**src/rtl/wp_pkg.sv**
```systemverilog
package wp_pkg;
  // Bit positions in an access-kind enable field.
  localparam int OP_RD = 0;
  localparam int OP_WR = 1;
  localparam int OPW   = 2;
endpackage

```
**src/rtl/wp_match.sv**
```systemverilog
module wp_match #(
  parameter int AW  = 32,
  parameter int NCL = 14,
  parameter int CLW = 4
) (
  input  logic           acc_valid,
  input  logic [AW-1:0]  acc_addr,
  input  logic           acc_write,
  input  logic [CLW-1:0] acc_client,
  input  logic [AW-1:0]  lo,
  input  logic [AW-1:0]  hi,
  input  logic [wp_pkg::OPW-1:0] kinds,
  input  logic [NCL-1:0] who,
  output logic           hit
);
  logic [NCL-1:0] client_oh;
  logic in_range, kind_ok, who_ok;

  always_comb begin
    client_oh = NCL'(1) << acc_client;
    in_range  = (acc_addr >= lo) && (acc_addr <= hi);
    kind_ok   = acc_write ? kinds[wp_pkg::OP_WR] : kinds[wp_pkg::OP_RD];
    who_ok    = |(client_oh & who);
    hit       = acc_valid && in_range && kind_ok && who_ok;
  end
endmodule

```
**src/rtl/wp_capture.sv**
```systemverilog
module wp_capture #(
  parameter int AW  = 32,
  parameter int NCL = 14,
  parameter int CLW = 4,
  parameter int SW  = 4
) (
  input  logic           clk,
  input  logic           rst_n,
  input  logic           hit,
  input  logic           rearm,
  input  logic           clr_pend,
  input  logic [AW-1:0]  acc_addr,
  input  logic           acc_write,
  input  logic [CLW-1:0] acc_client,
  input  logic [SW-1:0]  acc_size,
  output logic           pending,
  output logic           frozen,
  output logic [NCL-1:0] who_set,
  output logic [AW-1:0]  at_addr,
  output logic           at_write,
  output logic [CLW-1:0] at_client,
  output logic [SW-1:0]  at_size
);
  logic [NCL-1:0] client_oh;
  assign client_oh = NCL'(1) << acc_client;

  always_ff @(posedge clk or negedge rst_n) begin
    if (!rst_n) begin
      frozen    <= 1'b0;
      who_set   <= '0;
      at_addr   <= '0;
      at_write  <= 1'b0;
      at_client <= '0;
      at_size   <= '0;
    end else if (hit && (rearm || !frozen)) begin
      frozen    <= 1'b1;
      who_set   <= client_oh;
      at_addr   <= acc_addr;
      at_write  <= acc_write;
      at_client <= acc_client;
      at_size   <= acc_size;
    end else if (rearm) begin
      frozen    <= 1'b0;
      who_set   <= '0;
      at_addr   <= '0;
      at_write  <= 1'b0;
      at_client <= '0;
      at_size   <= '0;
    end else if (hit) begin
      who_set   <= who_set | client_oh;
    end
  end

  always_ff @(posedge clk or negedge rst_n) begin
    if (!rst_n)        pending <= 1'b0;
    else if (hit)      pending <= 1'b1;
    else if (clr_pend) pending <= 1'b0;
  end
endmodule

```
**src/rtl/wp_prio.sv**
```systemverilog
module wp_prio #(
  parameter int N  = 4,
  parameter int IW = 2
) (
  input  logic [N-1:0]  req,
  output logic          any,
  output logic [IW-1:0] idx
);
  always_comb begin
    any = 1'b0;
    idx = '0;
    for (int k = N - 1; k >= 0; k--) begin
      if (req[k]) begin
        any = 1'b1;
        idx = IW'(k);
      end
    end
  end
endmodule

```
**src/rtl/wp_watch_unit.sv**
```systemverilog
module wp_watch_unit #(
  parameter int NWP = 4,
  parameter int AW  = 32,
  parameter int NCL = 14,
  parameter int SW  = 4,
  localparam int CLW = (NCL > 1) ? $clog2(NCL) : 1,
  localparam int IW  = (NWP > 1) ? $clog2(NWP) : 1
) (
  input  logic                      clk,
  input  logic                      rst_n,
  input  logic                      acc_valid,
  input  logic [AW-1:0]             acc_addr,
  input  logic                      acc_write,
  input  logic [CLW-1:0]            acc_client,
  input  logic [SW-1:0]             acc_size,
  input  logic [NWP-1:0][AW-1:0]    cfg_first,
  input  logic [NWP-1:0][AW-1:0]    cfg_last,
  input  logic [NWP-1:0][1:0]       cfg_op,
  input  logic [NWP-1:0][NCL-1:0]   cfg_clients,
  input  logic [NWP-1:0]            irq_mask,
  input  logic [NWP-1:0]            ack_wp,
  input  logic [NWP-1:0]            ack_irq,
  output logic [NWP-1:0]            cap_valid,
  output logic [NWP-1:0][NCL-1:0]   cap_clients,
  output logic [NWP-1:0][AW-1:0]    cap_addr,
  output logic [NWP-1:0]            cap_write,
  output logic [NWP-1:0][CLW-1:0]   cap_first,
  output logic [NWP-1:0][SW-1:0]    cap_size,
  output logic [NWP-1:0]            irq_status,
  output logic                      irq,
  output logic [IW-1:0]             irq_id
);
  logic [NWP-1:0] hit;
  logic [NWP-1:0] pend;

  for (genvar g = 0; g < NWP; g++) begin : g_wp
    wp_match #(.AW(AW), .NCL(NCL), .CLW(CLW)) i_match (
      .acc_valid (acc_valid),
      .acc_addr  (acc_addr),
      .acc_write (acc_write),
      .acc_client(acc_client),
      .lo        (cfg_first[g]),
      .hi        (cfg_last[g]),
      .kinds     (cfg_op[g]),
      .who       (cfg_clients[g]),
      .hit       (hit[g])
    );

    wp_capture #(.AW(AW), .NCL(NCL), .CLW(CLW), .SW(SW)) i_cap (
      .clk       (clk),
      .rst_n     (rst_n),
      .hit       (hit[g]),
      .rearm     (ack_wp[g]),
      .clr_pend  (ack_irq[g]),
      .acc_addr  (acc_addr),
      .acc_write (acc_write),
      .acc_client(acc_client),
      .acc_size  (acc_size),
      .pending   (pend[g]),
      .frozen    (cap_valid[g]),
      .who_set   (cap_clients[g]),
      .at_addr   (cap_addr[g]),
      .at_write  (cap_write[g]),
      .at_client (cap_first[g]),
      .at_size   (cap_size[g])
    );
  end

  assign irq_status = pend & irq_mask;

  wp_prio #(.N(NWP), .IW(IW)) i_prio (
    .req(irq_status),
    .any(irq),
    .idx(irq_id)
  );
endmodule

```
**config.mk**
```make
export PLATFORM = sky130hd
export DESIGN_NAME = wp_watch_unit
export DESIGN_NICKNAME = d
export VERILOG_FILES = /design/src/rtl/wp_pkg.sv /design/src/rtl/wp_match.sv /design/src/rtl/wp_capture.sv /design/src/rtl/wp_prio.sv /design/src/rtl/wp_watch_unit.sv
export SDC_FILE = /design/constraint.sdc
export NUM_CORES = 1
export LEC_CHECK = 0
export ABC_AREA = 1
export ABC_CLOCK_PERIOD_IN_PS = 3300
export BUFFER_PORTS_ARGS = -buffer_cell sky130_fd_sc_hd__buf_2
export CAP_MARGIN = 10
export CELL_PAD_IN_SITES_DETAIL_PLACEMENT = 1
export CELL_PAD_IN_SITES_GLOBAL_PLACEMENT = 1
export CORE_AREA = 2 2 236 238
export DETAILED_ROUTE_END_ITERATION = 8
export DIE_AREA = 0 0 238 240
export GPL_TIMING_DRIVEN = 0
export PLACE_DENSITY = 0.77
export SLEW_MARGIN = 20
export SYNTH_ARGS = -nofsm -noshare
export SYNTH_HDL_FRONTEND = slang
export SYNTH_SLANG_ARGS = --single-unit
```
**constraint.sdc**
```tcl
create_clock -name clk -period 3.3 [get_ports clk]
set_input_delay 0.825 -clock clk [delete_from_list [all_inputs] [get_ports clk]]
set_output_delay 0.825 -clock clk [all_outputs]
set_load 0.02 [all_outputs]
```
After elaboration in Yosys (flattened, before gate mapping)

Index checks and enable logic that the tools add are counted.

Add/subtract/negate cells: 0
$mul: 0
Div/mod/pow operators: 0
Order comparisons: 8
Eq/ne operators: 0
Shift operators: 1
Muxes and demuxes: 64
Bitwise logic cells: 9
Reductions and logical operators: 44

Operators by type and width:

| kind                   | number |
|---|---|
| $mux W32               | 8 |
| $mux W14               | 12 |
| $ge A32 B32 Y1         | 4 |
| $le A32 B32 Y1         | 4 |
| $and A14 B14 Y14       | 4 |
| $or A14 B14 Y14        | 4 |
| $reduce_or A14 Y1      | 4 |
| $mux W4                | 12 |
| $mux W1                | 28 |
| $logic_and A1 B1 Y1    | 20 |
| $reduce_bool A2 Y1     | 8 |
| $shl A1 B4 Y14 const A | 1 |
| $reduce_bool A3 Y1     | 4 |
| $mux W2                | 4 |
| $and A4 B4 Y4          | 1 |
| $logic_not A1 Y1       | 4 |
| $logic_or A1 B1 Y1     | 4 |

Bits in registers: 228
Latch bits: 0
Memory bits (writable): 0
ROM bits: 0
Input bits: 376
Output and inout bits: 231
Logic and storage cells: 154
Memories: 0

Depth between registers and ports, before layout

Gate-level depths: netlist of run 1.

Word-level depth: 8
Gate-level depth with buffers: 21
Mapped depth without buffers: 20

Cells and area by module

From an unflattened synthesis of run 1, not the netlist that was laid out.

Cell total of the unflattened synthesis: 2297
Area total of the unflattened synthesis: 16896.2 um^2

Modules (own cells, without submodules):

| module                          | instances | cells an instance | area an instance (um^2) | sequential area each (um^2) |
|---|---|---|---|---|
| wp_capture                      | 4         | 260               | 2339.7                  | 1426.4 |
| wp_match at g_wp[1].i_match ... | 3         | 310               | 1868.0                  | 0.0 |
| wp_match at g_wp[0].i_match     | 1         | 311               | 1866.8                  | 0.0 |
| wp_prio                         | 1         | 8                 | 36.3                    | 0.0 |
| wp_watch_unit                   | 1         | 8                 | 30.0                    | 0.0 |

Worst setup path before layout of run 1

OpenSTA, ideal clock, no wires.

Kind: in2reg
Start point: input cfg_last[95] (netlist bit)
End point: register g_wp[2].i_cap.at_client[2]
Library setup time: 0.131 ns
Data arrival time: 2.600 ns
Data required time: 3.169 ns
Slack: 0.569 ns
Stages on the path: 14
Path buffers: 3
Cell sequence: inv_1 > ha_1 > nand2_1 > nor2_1 > nand2_1 > nor4_1 > nand2_1 > nand2_1 > clkbuf_1 > nand3_1 > buf_2 > buf_2 > nand3_1 > o21ai_1

Longest elaborated chain between the ends: 7
Elaborated cells on any way between the ends: 8
Classes of those cells: 1 x order compare; 1 x mux; 6 x reduce/logical

Ends and longest elaborated chain:

| what                                          | RTL line            | source |
|---|---|---|
| start, declared                               | wp_watch_unit.sv:17 | `input logic [NWP-1:0][AW-1:0] cfg_last,` |
| $le A32 B32 Y1 (*)                            | wp_match.sv:21      | `in_range = (acc_addr >= lo) && (acc_addr <= hi);` |
| $logic_and A1 B1 Y1 (*)                       | wp_match.sv:21      |  |
| $logic_and A1 B1 Y1 (*) (3 in a row)          | wp_match.sv:24      | `hit = acc_valid && in_range && kind_ok && who_ok;` |
| $logic_and A1 B1 Y1 (*)                       | wp_capture.sv:35    | `end else if (hit && (rearm \|\| !frozen)) begin` |
| $mux W4 or $reduce_bool A2 Y1 (tied branches) | --                  |  |
| end signal, assigned                          | wp_capture.sv:40    | `at_client <= acc_client;` |
| end, declared                                 | wp_capture.sv:21    | `output logic [CLW-1:0] at_client,` |

Mark *: on every way between the ends. The rest lies on a longest branch, timed or not.
A chain may end at the register's enable or synchronous reset.

Final worst setup path of run 1

Start point: input acc_client[3]
End point: register g_wp[2].i_cap.at_write

Longest elaborated chain between the ends: 6
Elaborated cells on any way between the ends: 7
Classes of those cells: 1 x shift; 1 x mux; 1 x bitwise; 4 x reduce/logical

Ends and longest elaborated chain:

| what                                          | RTL line            | source |
|---|---|---|
| start, declared                               | wp_watch_unit.sv:14 | `input logic [CLW-1:0] acc_client,` |
| $shl A1 B4 Y14 (*)                            | wp_match.sv:20      | `client_oh = NCL'(1) << acc_client;` |
| $and A14 B14 Y14 (*)                          | wp_match.sv:23      | `who_ok = \|(client_oh & who);` |
| $reduce_or A14 Y1 (*)                         | wp_match.sv:23      |  |
| $logic_and A1 B1 Y1 (*)                       | wp_match.sv:24      |  |
| $logic_and A1 B1 Y1 (*)                       | wp_capture.sv:35    |  |
| $mux W1 or $reduce_bool A2 Y1 (tied branches) | --                  |  |
| end signal, assigned                          | wp_capture.sv:39    | `at_write <= acc_write;` |
| end, declared                                 | wp_capture.sv:20    | `output logic at_write,` |

Marks and branches as above.

==> summary by stage, run 1 <==
Worst setup path
Data on the critical path is required at its endpoint by between 3 and 4 ns. Grouping stages by cell kind, the critical path spends the most delay in buffers and inverters. The largest individual stage delay along the critical path comes from the cell sky130_fd_sc_hd__nor2_4. Counting both buffers and inverters, the worst setup path holds a total of 6. STA classifies the critical path endpoint as a flip-flop. The critical path is of the in2reg type. In this run the worst path has a maximum fanout of 10. The critical path goes through buf_2 -> inv_2 -> buf_4 -> nor2_4 -> nand2_1 -> nand2_1 -> nor2_1 -> nand3_1 -> nand2_1 -> a21oi_4 -> buf_6 -> nand3_1 -> buf_4 -> clkbuf_4 -> nand3_1 -> o21ai_1.

Data arrives at the worst endpoint at 3.61 ns. The delay contributed by the slowest stage of the critical path is 0.33 ns. The startpoint class of the critical path is a primary input.

GRT
Entering global routing, the biggest net connects 86 pins. The initial antenna violation count is 25. The number of global-route vias before repair was 20740.

The final global-route overflow total is 0. The first global-routing pass estimated 122600 µm of wire. In the global route stage, overall resource usage came out at 0.2840.

Synth
Of the total synthesized cell area, the portion taken by XOR and XNOR cells is 0. The count of state elements after synthesis is 228. The cell area after synthesis is 17260 µm².

The number of distinct library cell variants in the gate-level netlist after synthesis is 28. Synthesis produced 2430 cells. The post-synth net total is 3062.

The compound-cell area share of the yosys netlist is 0.08147. Of the total synthesized cell area, the portion taken by full adders, half adders and majority gates is 0.1856. Ranked by total cell area, the synthesized netlist is headed by sky130_fd_sc_hd__dfrtp_1 (33%), sky130_fd_sc_hd__ha_1 (19%), sky130_fd_sc_hd__nand2_1 (17%), sky130_fd_sc_hd__inv_1 (7.5%), sky130_fd_sc_hd__nand3_1 (6.8%). The share of synthesized cell area in and, or, nand and nor gates is 0.3000. The biggest area contributor in the post-synthesis netlist is sky130_fd_sc_hd__dfrtp_1. After synthesis, the mean cell area works out to between 7 and 8 µm².

The Yosys step of the flow raised 0 warnings. Measured against the total synthesized area, the mux share comes to 0. The share of the Yosys chip area taken by registers is 0.3305.

The share of synthesized area in the top cell type comes to 0.3305. The combinational family with the most area after synthesis is simple AND/OR/NAND/NOR gates.

Power
Across the VDD grid, the largest voltage drop is 366.2 µV. Summed over all cells, the static leakage comes to 0.01397 µW. Overall power consumption after layout is estimated at roughly 8300 µW. In this run the power density over the cells is 369.7 nW/µm².

Timing
The final-report max-slew violation count is 0. Static timing analysis puts the maximum clock frequency at ~0.31 GHz. Subtracting the final worst setup slack from the clock period gives 3.177 ns. For the pin with the worst max-slew slack, the measured transition is about 1.1 ns. The final setup violation count is 0. Measured against its own limit, the worst slew margin works out to 0.2321. Setup repair after global routing could not meet its margin everywhere. The number of failing hold endpoints at the final stage is 0. The final worst hold slack is 0.2181 ns. The final clock skew is 0.02746 ns. The part of the cycle the worst path needs is 0.9626.

Floorplanning
The width of the die is roughly 240 µm. The region available for standard cell placement spans 54660 µm². The number of top-level pins is 607.

The starting density of the core is 0.3158. The die covers 57120 µm². The initialized floorplan defines 86 standard-cell rows. The floorplan die height is 240 µm.

Placement
During placement, the flow inserted port buffers numbering 604. The placed instance area is approximately 21000 µm². The final HPWL from detailed placement is 67450 µm.

Routability-driven placement finished with a final weighted congestion of approximately 0.94. The number of placed cells counting well taps is 3740.

Clocking
The CTS tree is done. The clock latency at the later pin of the worst-skew pair is 0.57 ns. The level count of the clock H-tree is 1. The number of sinks driven by the clock tree is approximately 230. The CTS buffer count is 27. The number of hold-repair buffers added at the cts stage is 0. The maximum clock insertion buffer count is 3. The clock slew at the register clock pins of the worst setup and hold paths is 0.07 ns.

The tree is rooted in a sky130_fd_sc_hd__clkbuf_16.

Cells and area
The multi-input combinational cells in the finished layout cover a total of 9926 µm². The final-stage net count is 3708. For this run, the number of standard cells in the final layout without fillers is between 3000 and 4000. The fraction of layout instances using a drive strength above 1 is 0.2409. The area taken by flip-flops and latches is 5705 µm². The finished cells cover 22460 µm². The area overhead of the layout relative to synthesis is 30.10%. The number of filler cells placed in the layout is 7067.

Worst hold path
The min-delay analysis places its worst path in the category in2async.

Flow run
The max-cap check violation count is 0.

Routing
After detailed routing, the total wire length is ~84000 µm. The residual DRC count is 0. The length of the first detailed-routing pass in iterations is 5.

Using the TritonRoute via totals, the vias-per-cell ratio works out to about 5. Across all layers, the routed design uses 19470 vias. The antenna violation net count after detailed routing is 0. In this run, the number of DRC markers left after iteration 0 of detailed routing was 1094. The wire length per cell is 21.96 µm.

Outcome
The flow ran to the end, and the final reports show no timing, DRC or antenna violations.
report_power, final:
| part | switching (µW) | internal [µW] | leakage [µW] |
|---|---|---|---|
| sequential | 101 | 2920 | 0.00315 |
| clock | 1280 | 1870 | 0.000445 |
| combinational | 1400 | 725 | 0.0104 |
cell families (layout without fill, tap and decap cells):
logic type / Yosys count / in the layout
DFF: 228 / 228
AOI/OAI and AO/OA: 268 / 268
buffers and inverters: 450 / 1113
other: 0 / 12
and+or+nand+nor: 1228 / 1228
adders and majority gates: 256 / 256
stage by stage:
| stage | TNS, ns | setup WS (ns) | util |
|---|---|---|---|
| 6_report | 0 | 0.1234 | 0.4108 |
| 3_5_place_dp | -244.72 | -1.765 | 0.3884 |
| 4_1_cts | 0 | 0.00007860 | 0.4074 |
| 5_1_grt | -0.1127 | -0.02726 | 0.4106 |
| 2_1_floorplan | 0 | 0.5686 | - |
| 3_3_place_gp | -853.44 | -2.721 | 0.3872 |
synthesized netlist by cell type:
cell type / n
sky130_fd_sc_hd__a21o_1: 5
sky130_fd_sc_hd__nand3_1: 235
sky130_fd_sc_hd__inv_2: 8
sky130_fd_sc_hd__o21ai_1: 6
sky130_fd_sc_hd__nor4_1: 2
sky130_fd_sc_hd__o21ai_0: 109
sky130_fd_sc_hd__nor3_2: 2
sky130_fd_sc_hd__nand3_2: 2
sky130_fd_sc_hd__nor2_2: 6
sky130_fd_sc_hd__dfrtp_1: 228
sky130_fd_sc_hd__nand4_1: 81
sky130_fd_sc_hd__buf_2: 33
sky130_fd_sc_hd__o21a_1: 17
sky130_fd_sc_hd__buf_4: 10
sky130_fd_sc_hd__nand2_1: 778
sky130_fd_sc_hd__a21oi_2: 2
sky130_fd_sc_hd__inv_1: 345
sky130_fd_sc_hd__nor2_1: 108
sky130_fd_sc_hd__clkbuf_1: 38
sky130_fd_sc_hd__nand3b_1: 1
sky130_fd_sc_hd__nor3_1: 11
sky130_fd_sc_hd__clkinv_1: 4
sky130_fd_sc_hd__nand2_2: 1
sky130_fd_sc_hd__buf_1: 12
sky130_fd_sc_hd__a31oi_1: 2
sky130_fd_sc_hd__a21oi_1: 127
sky130_fd_sc_hd__ha_1: 256
sky130_fd_sc_hd__nor2_4: 1
cell type report:
class | count | share of cell area
antenna | 12 | 0.001337
buffer | 93 | 0.01972
clock buffer | 37 | 0.03443
clock inverter | 9 | 0.006073
inverter | 357 | 0.06028
multi-input combinational | 1752 | 0.4420
sequential | 228 | 0.2541
tap | 704 | 0.03922
timing repair buffer | 617 | 0.1429
flip-flops by register name (all words and copies together) (netlist names):
name                  cells
g_wp.i_cap.pending        4
g_wp.i_cap.frozen         4
g_wp.i_cap.who_set       56
g_wp.i_cap.at_write       4
g_wp.i_cap.at_size       16
g_wp.i_cap.at_client     16
g_wp.i_cap.at_addr      128
per-layer routing:
| metal | global-route usage | wire length [µm] |
|---|---|---|
| met1 | 0.3258 | 32370 |
| met2 | 0.5015 | 40890 |
| met3 | 0.06223 | 5969 |
| met4 | 0.1366 | 4280 |
| met5 | 0 | 144 |
worst paths after layout:
kind / startpoint / end / slack, ns / cells after the start
worst max register to register: g_wp[3].i_cap.frozen / g_wp[3].i_cap.who_set[11] / 1.61 / 7
worst min-delay path: rst_n / g_wp[3].i_cap.at_addr[2] / 0.22 / 1
worst max-delay path: acc_client[3] / g_wp[2].i_cap.at_write / 0.12 / 16
max in group asynchronous: rst_n / g_wp[3].i_cap.at_addr[29] / 2.19 / 2
min in group clk: ack_irq[2] / g_wp[2].i_cap.pending / 0.46 / 2
worst min register to register: g_wp[3].i_cap.at_addr[25] / g_wp[3].i_cap.at_addr[25] / 0.50 / 2
cell usage in the layout (no fill, tap or decap), drive strengths merged, types with 3 or more instances in the layout:
master / instances
a21o: 5
a21oi: 129
buf: 667
bufinv: 3
clkbuf: 80
clkinv: 7
clkinvlp: 3
dfrtp: 228
diode: 12
ha: 256
inv: 353
nand2: 779
nand3: 237
nand4: 81
nor2: 115
nor3: 13
o21a: 17
o21ai: 115
worst register-to-register path: cells and delay by family (launching register included):
kind | cells | cell delay [ns]
and+or+nand+nor | 5 | 0.62
buffers and inverters | 2 | 0.59
DFF | 1 | 0.38
what timing repair did:
item	4_1_cts	5_1_grt
buffers inserted	2	9
pin swaps	0	5
gates resized for setup	27	28
endpoints found under the setup margin	218	184
hold endpoints to repair	0	0
Note: power is estimated with default switching activity, not from simulation.
==> inputs of run 2 (changes only) <==
==> constraint.sdc (replaced) <==
create_clock -name clk -period 3.3 [get_ports clk]
set_input_delay 0.495 -clock clk [delete_from_list [all_inputs] [get_ports clk]]
set_output_delay 0.495 -clock clk [all_outputs]
set_load 0.02 [all_outputs]
==> run 2 against run 1 <==
  * Total power is 0.35% lower
  * Count of clock-buffer cells in the layout unchanged
  * Die area unchanged
  * Hold slack got worse by 0.092 ns
  * Non-clock buffer count fell by 8
  * Final cell count shrank 0.18%
  * Final area fell by 0.94%
  * Via count grew 0.20%
  * Sequential power about the same
  * Worst setup slack improved by 0.042 ns
  * Global-route usage is essentially flat
  * Highest routed layer unchanged
==> summary by stage, run 2 (synthesis gave the netlist of run 1 again) <==
Floorplanning
The overall die area is 57120 µm². Measured along the x axis, the die boundary spans 238 µm. The floorplan die height is about 240 µm. The row count is 86.

In this run the count of I/O pins placed on the die edge is ~610. The placeable core region is roughly 55000 µm². The initial utilization of the core area, before any placement, comes to 0.3158.

Cells and area
The largest registers in the layout are g_wp.i_cap.at_addr (128), g_wp.i_cap.who_set (56). The leading cell type in the layout, fill and taps excluded is sky130_fd_sc_hd__nand2_1. The area overhead of the layout relative to synthesis is 28.88%.

The filler cells instantiated in the layout total 7075. In the layout the commonest cells are sky130_fd_sc_hd__nand2_1 (778), sky130_fd_sc_hd__buf_2 (636), sky130_fd_sc_hd__inv_1 (344). Once layout is done, the placed cells without fillers occupy roughly 22000 µm². The register with the most flip-flops in the layout has 128 of them. The net count of the finished layout is 3700. The register with the most flip-flops is g_wp.i_cap.at_addr. Of the cells placed in the final design, the portion with a size suffix greater than 1 is 0.2337.

Power
For this design the ratio of total power to cell area is between 300 and 400 nW/µm². The leakage dissipation is 0.01388 µW. VDD sags by at most 367.6 µV.

Worst setup path
The slack of the worst reg-to-reg path is 1.44 ns. The worst setup path is launched from a primary input. The critical path startpoint is acc_client[3]. Among cell families on the critical path, the largest total delay comes from simple AND/OR/NAND/NOR gates. Along the worst path, the maximum fanout reaches 10.

The most frequent cell on the critical path is sky130_fd_sc_hd__nand2_1. For the worst setup path, the data arrival time is 3.58 ns. The worst reg-to-reg path cell count is 6. The worst setup path is captured at a flip-flop. The buffering stage count on the worst path with inverters included is 5. The critical path crosses 16 cells after its start point. The critical path data required time is 3.74 ns. The origin of the critical flop-to-flop path is g_wp[3].i_cap.frozen. The end point of the critical path is g_wp[1].i_cap.who_set[3]. The critical path is of the in2reg type. On the critical path, the stage with the largest delay is an instance of sky130_fd_sc_hd__nor2_2. The signal on the critical path passes through buf_2 -> inv_2 -> buf_4 -> nor2_2 -> nand2_1 -> nand3_1 -> nor2_1 -> nand2_1 -> nand2_1 -> a21oi_2 -> nand2_1 -> nand2_1 -> inv_1 -> buf_2 -> nand2_1 -> nand2_1.

The endpoint identified for the worst register-to-register timing path is g_wp[3].i_cap.at_addr[8]. On the worst path, the slowest cell contributes a delay of approximately 0.53 ns.

Clocking
The CTS tree is done. In this run, CTS created clock tree buffers numbering 27. At the later pin of the worst-skew pair, clock insertion delay measures ~0.57 ns. The clock slew at the register clock pins of the worst setup and hold paths is about 0.07 ns. The level count of the clock H-tree is 1.

The number of sinks driven by the clock tree is 228. The maximum clock insertion buffer count is 3. The clock root buffer is sky130_fd_sc_hd__clkbuf_16.

Timing
The maximum clock rate is 0.3190 GHz. The transition time at the pin with the least slew margin is 1.160 ns. The worst relative slew slack is 0.2204. The final clock skew is 0.02851 ns. The shortest period the worst path allows is between 3 and 4 ns.

Final hold analysis gives a worst-case slack of 0.1257 ns. The number of failing hold endpoints at the final stage is 0. Setup repair after global routing left no endpoint under its margin.

The part of the cycle the worst path needs is 0.9499. The final-report max-slew violation count is 0. The final setup violation count is 0.

Routing
The routed via count divided by cell count is 5.131. In the final routed layout, each cell accounts on average for 21.95 µm. The routed via count is 19510. After the first detailed-routing iteration, the DRC count stood at 1018.

The first detailed-routing pass ran for 5 iterations. The antenna violation net count after detailed routing is 0. The post-detailed-routing wire length is approximately 83000 µm. The residual DRC count is 0.

GRT
The overall global routing resource usage is 0.2839. The largest net degree at the start of global routing is 86. The initial antenna violation count is 25. The final global-route overflow total is 0. In the global route stage, met1 resource usage came out at 0.3265.

The number of global-route vias before repair is 20740. The busiest metal layer after global routing is met2. The first global-routing pass estimated 122500 µm of wire. In the global route stage, met2 resource usage came out at 0.4987. In the global route stage, met3 resource usage came out at 0.06108.

Flow run
Across the run, the number of max-cap violations was 0.

Placement
The placed instance area is about 21000 µm². Once detailed placement completed, the half-perimeter wirelength came to 67450 µm. Routability-driven placement finished with a final weighted congestion of 0.9370.

The number of I/O port buffers is between 600 and 700.

Worst hold path
The class of the worst hold path is in2reg. The startpoint identified for the worst hold timing path is ack_irq[2].

Outcome
The flow ran to the end, and the final reports show no timing, DRC or antenna violations.
==> run 2: cell count changes in the layout (fill, tap and decap cells not counted), moves of 3 or more <==
cell / before / now
sky130_fd_sc_hd__buf_2: 625 / 636
sky130_fd_sc_hd__buf_4: 24 / 12
sky130_fd_sc_hd__clkbuf_4: 6 / 0
sky130_fd_sc_hd__nand2_1: 770 / 778
sky130_fd_sc_hd__nand2_2: 8 / 1
sky130_fd_sc_hd__nor2_2: 2 / 5
sky130_fd_sc_hd__nor2_4: 7 / 3
==> run 2: where the power goes <==
group	leakage, µW	switching, µW	internal [µW]	total, µW
clock network	0.000445	1280	1870	3140
registers	0.00315	101	2920	3030
logic	0.0103	1390	712	2100
==> run 2: worst reg2reg max path, stage by stage, from the launching register on <==
cell and delay [ns]:
sky130_fd_sc_hd__dfrtp_1 0.40, sky130_fd_sc_hd__nand2_1 0.25, sky130_fd_sc_hd__nand3_4 0.31, sky130_fd_sc_hd__inv_2 0.35, sky130_fd_sc_hd__buf_2 0.30, sky130_fd_sc_hd__nand2_1 0.10
sky130_fd_sc_hd__nand2_1 0.09
==> run 2: cell type report <==
type,instances,area [µm²],share of cell area
clock inverters,9,136.4,0.006131
well taps,704,880.8,0.03960
clock buffers,37,773.2,0.03476
flip-flops and latches,228,5705,0.2565
multi-input cells,1752,9832,0.4420
inverters,357,1344,0.06041
plain buffers,93,429.2,0.01929
diodes,13,32.53,0.001462
repair buffers,609,3113,0.1399
==> run 2: worst min-delay path by stage <==
stage / to / slack [ns] / cells past startpoint
floorplan: g_wp[0].i_cap.at_addr[0] / 0.20 / 0
global route: g_wp[2].i_cap.pending / 0.12 / 2
finish: g_wp[2].i_cap.pending / 0.13 / 2
global placement: g_wp[0].i_cap.who_set[2] / 0.48 / 2
detailed placement: g_wp[2].i_cap.at_addr[19] / 0.49 / 2
CTS: g_wp[2].i_cap.pending / 0.10 / 2
==> run 2: metrics by stage <==
stage / std cells / utilization / TNS (ns) / power, µW / setup WS, ns
after global routing: 3796 / 0.4067 / 0 / 8689 / 0.0001115
final: 3802 / 0.4070 / 0 / 8273 / 0.1654
after floorplan: 2430 / - / 0 / 4131 / 0.8986
after detailed placement: 3740 / 0.3884 / -169.94 / 5168 / -1.435
after CTS: 3789 / 0.4059 / 0 / 8340 / 0.005467
after global placement: 3738 / 0.3872 / -703.49 / 5051 / -2.391
==> run 2: what timing repair did <==
action,4_1_cts,5_1_grt
gates resized for setup,5,6
setup endpoints to repair,143,61
hold buffers,1,0
setup buffers,2,0
hold endpoints to repair,67,0
==> run 2: layer usage <==
metal  up-vias  part of all wire
li1       9139                 -
met1      9430              0.39
met2       710              0.49
met3       205             0.069
met4        24             0.053
met5         -            0.0017
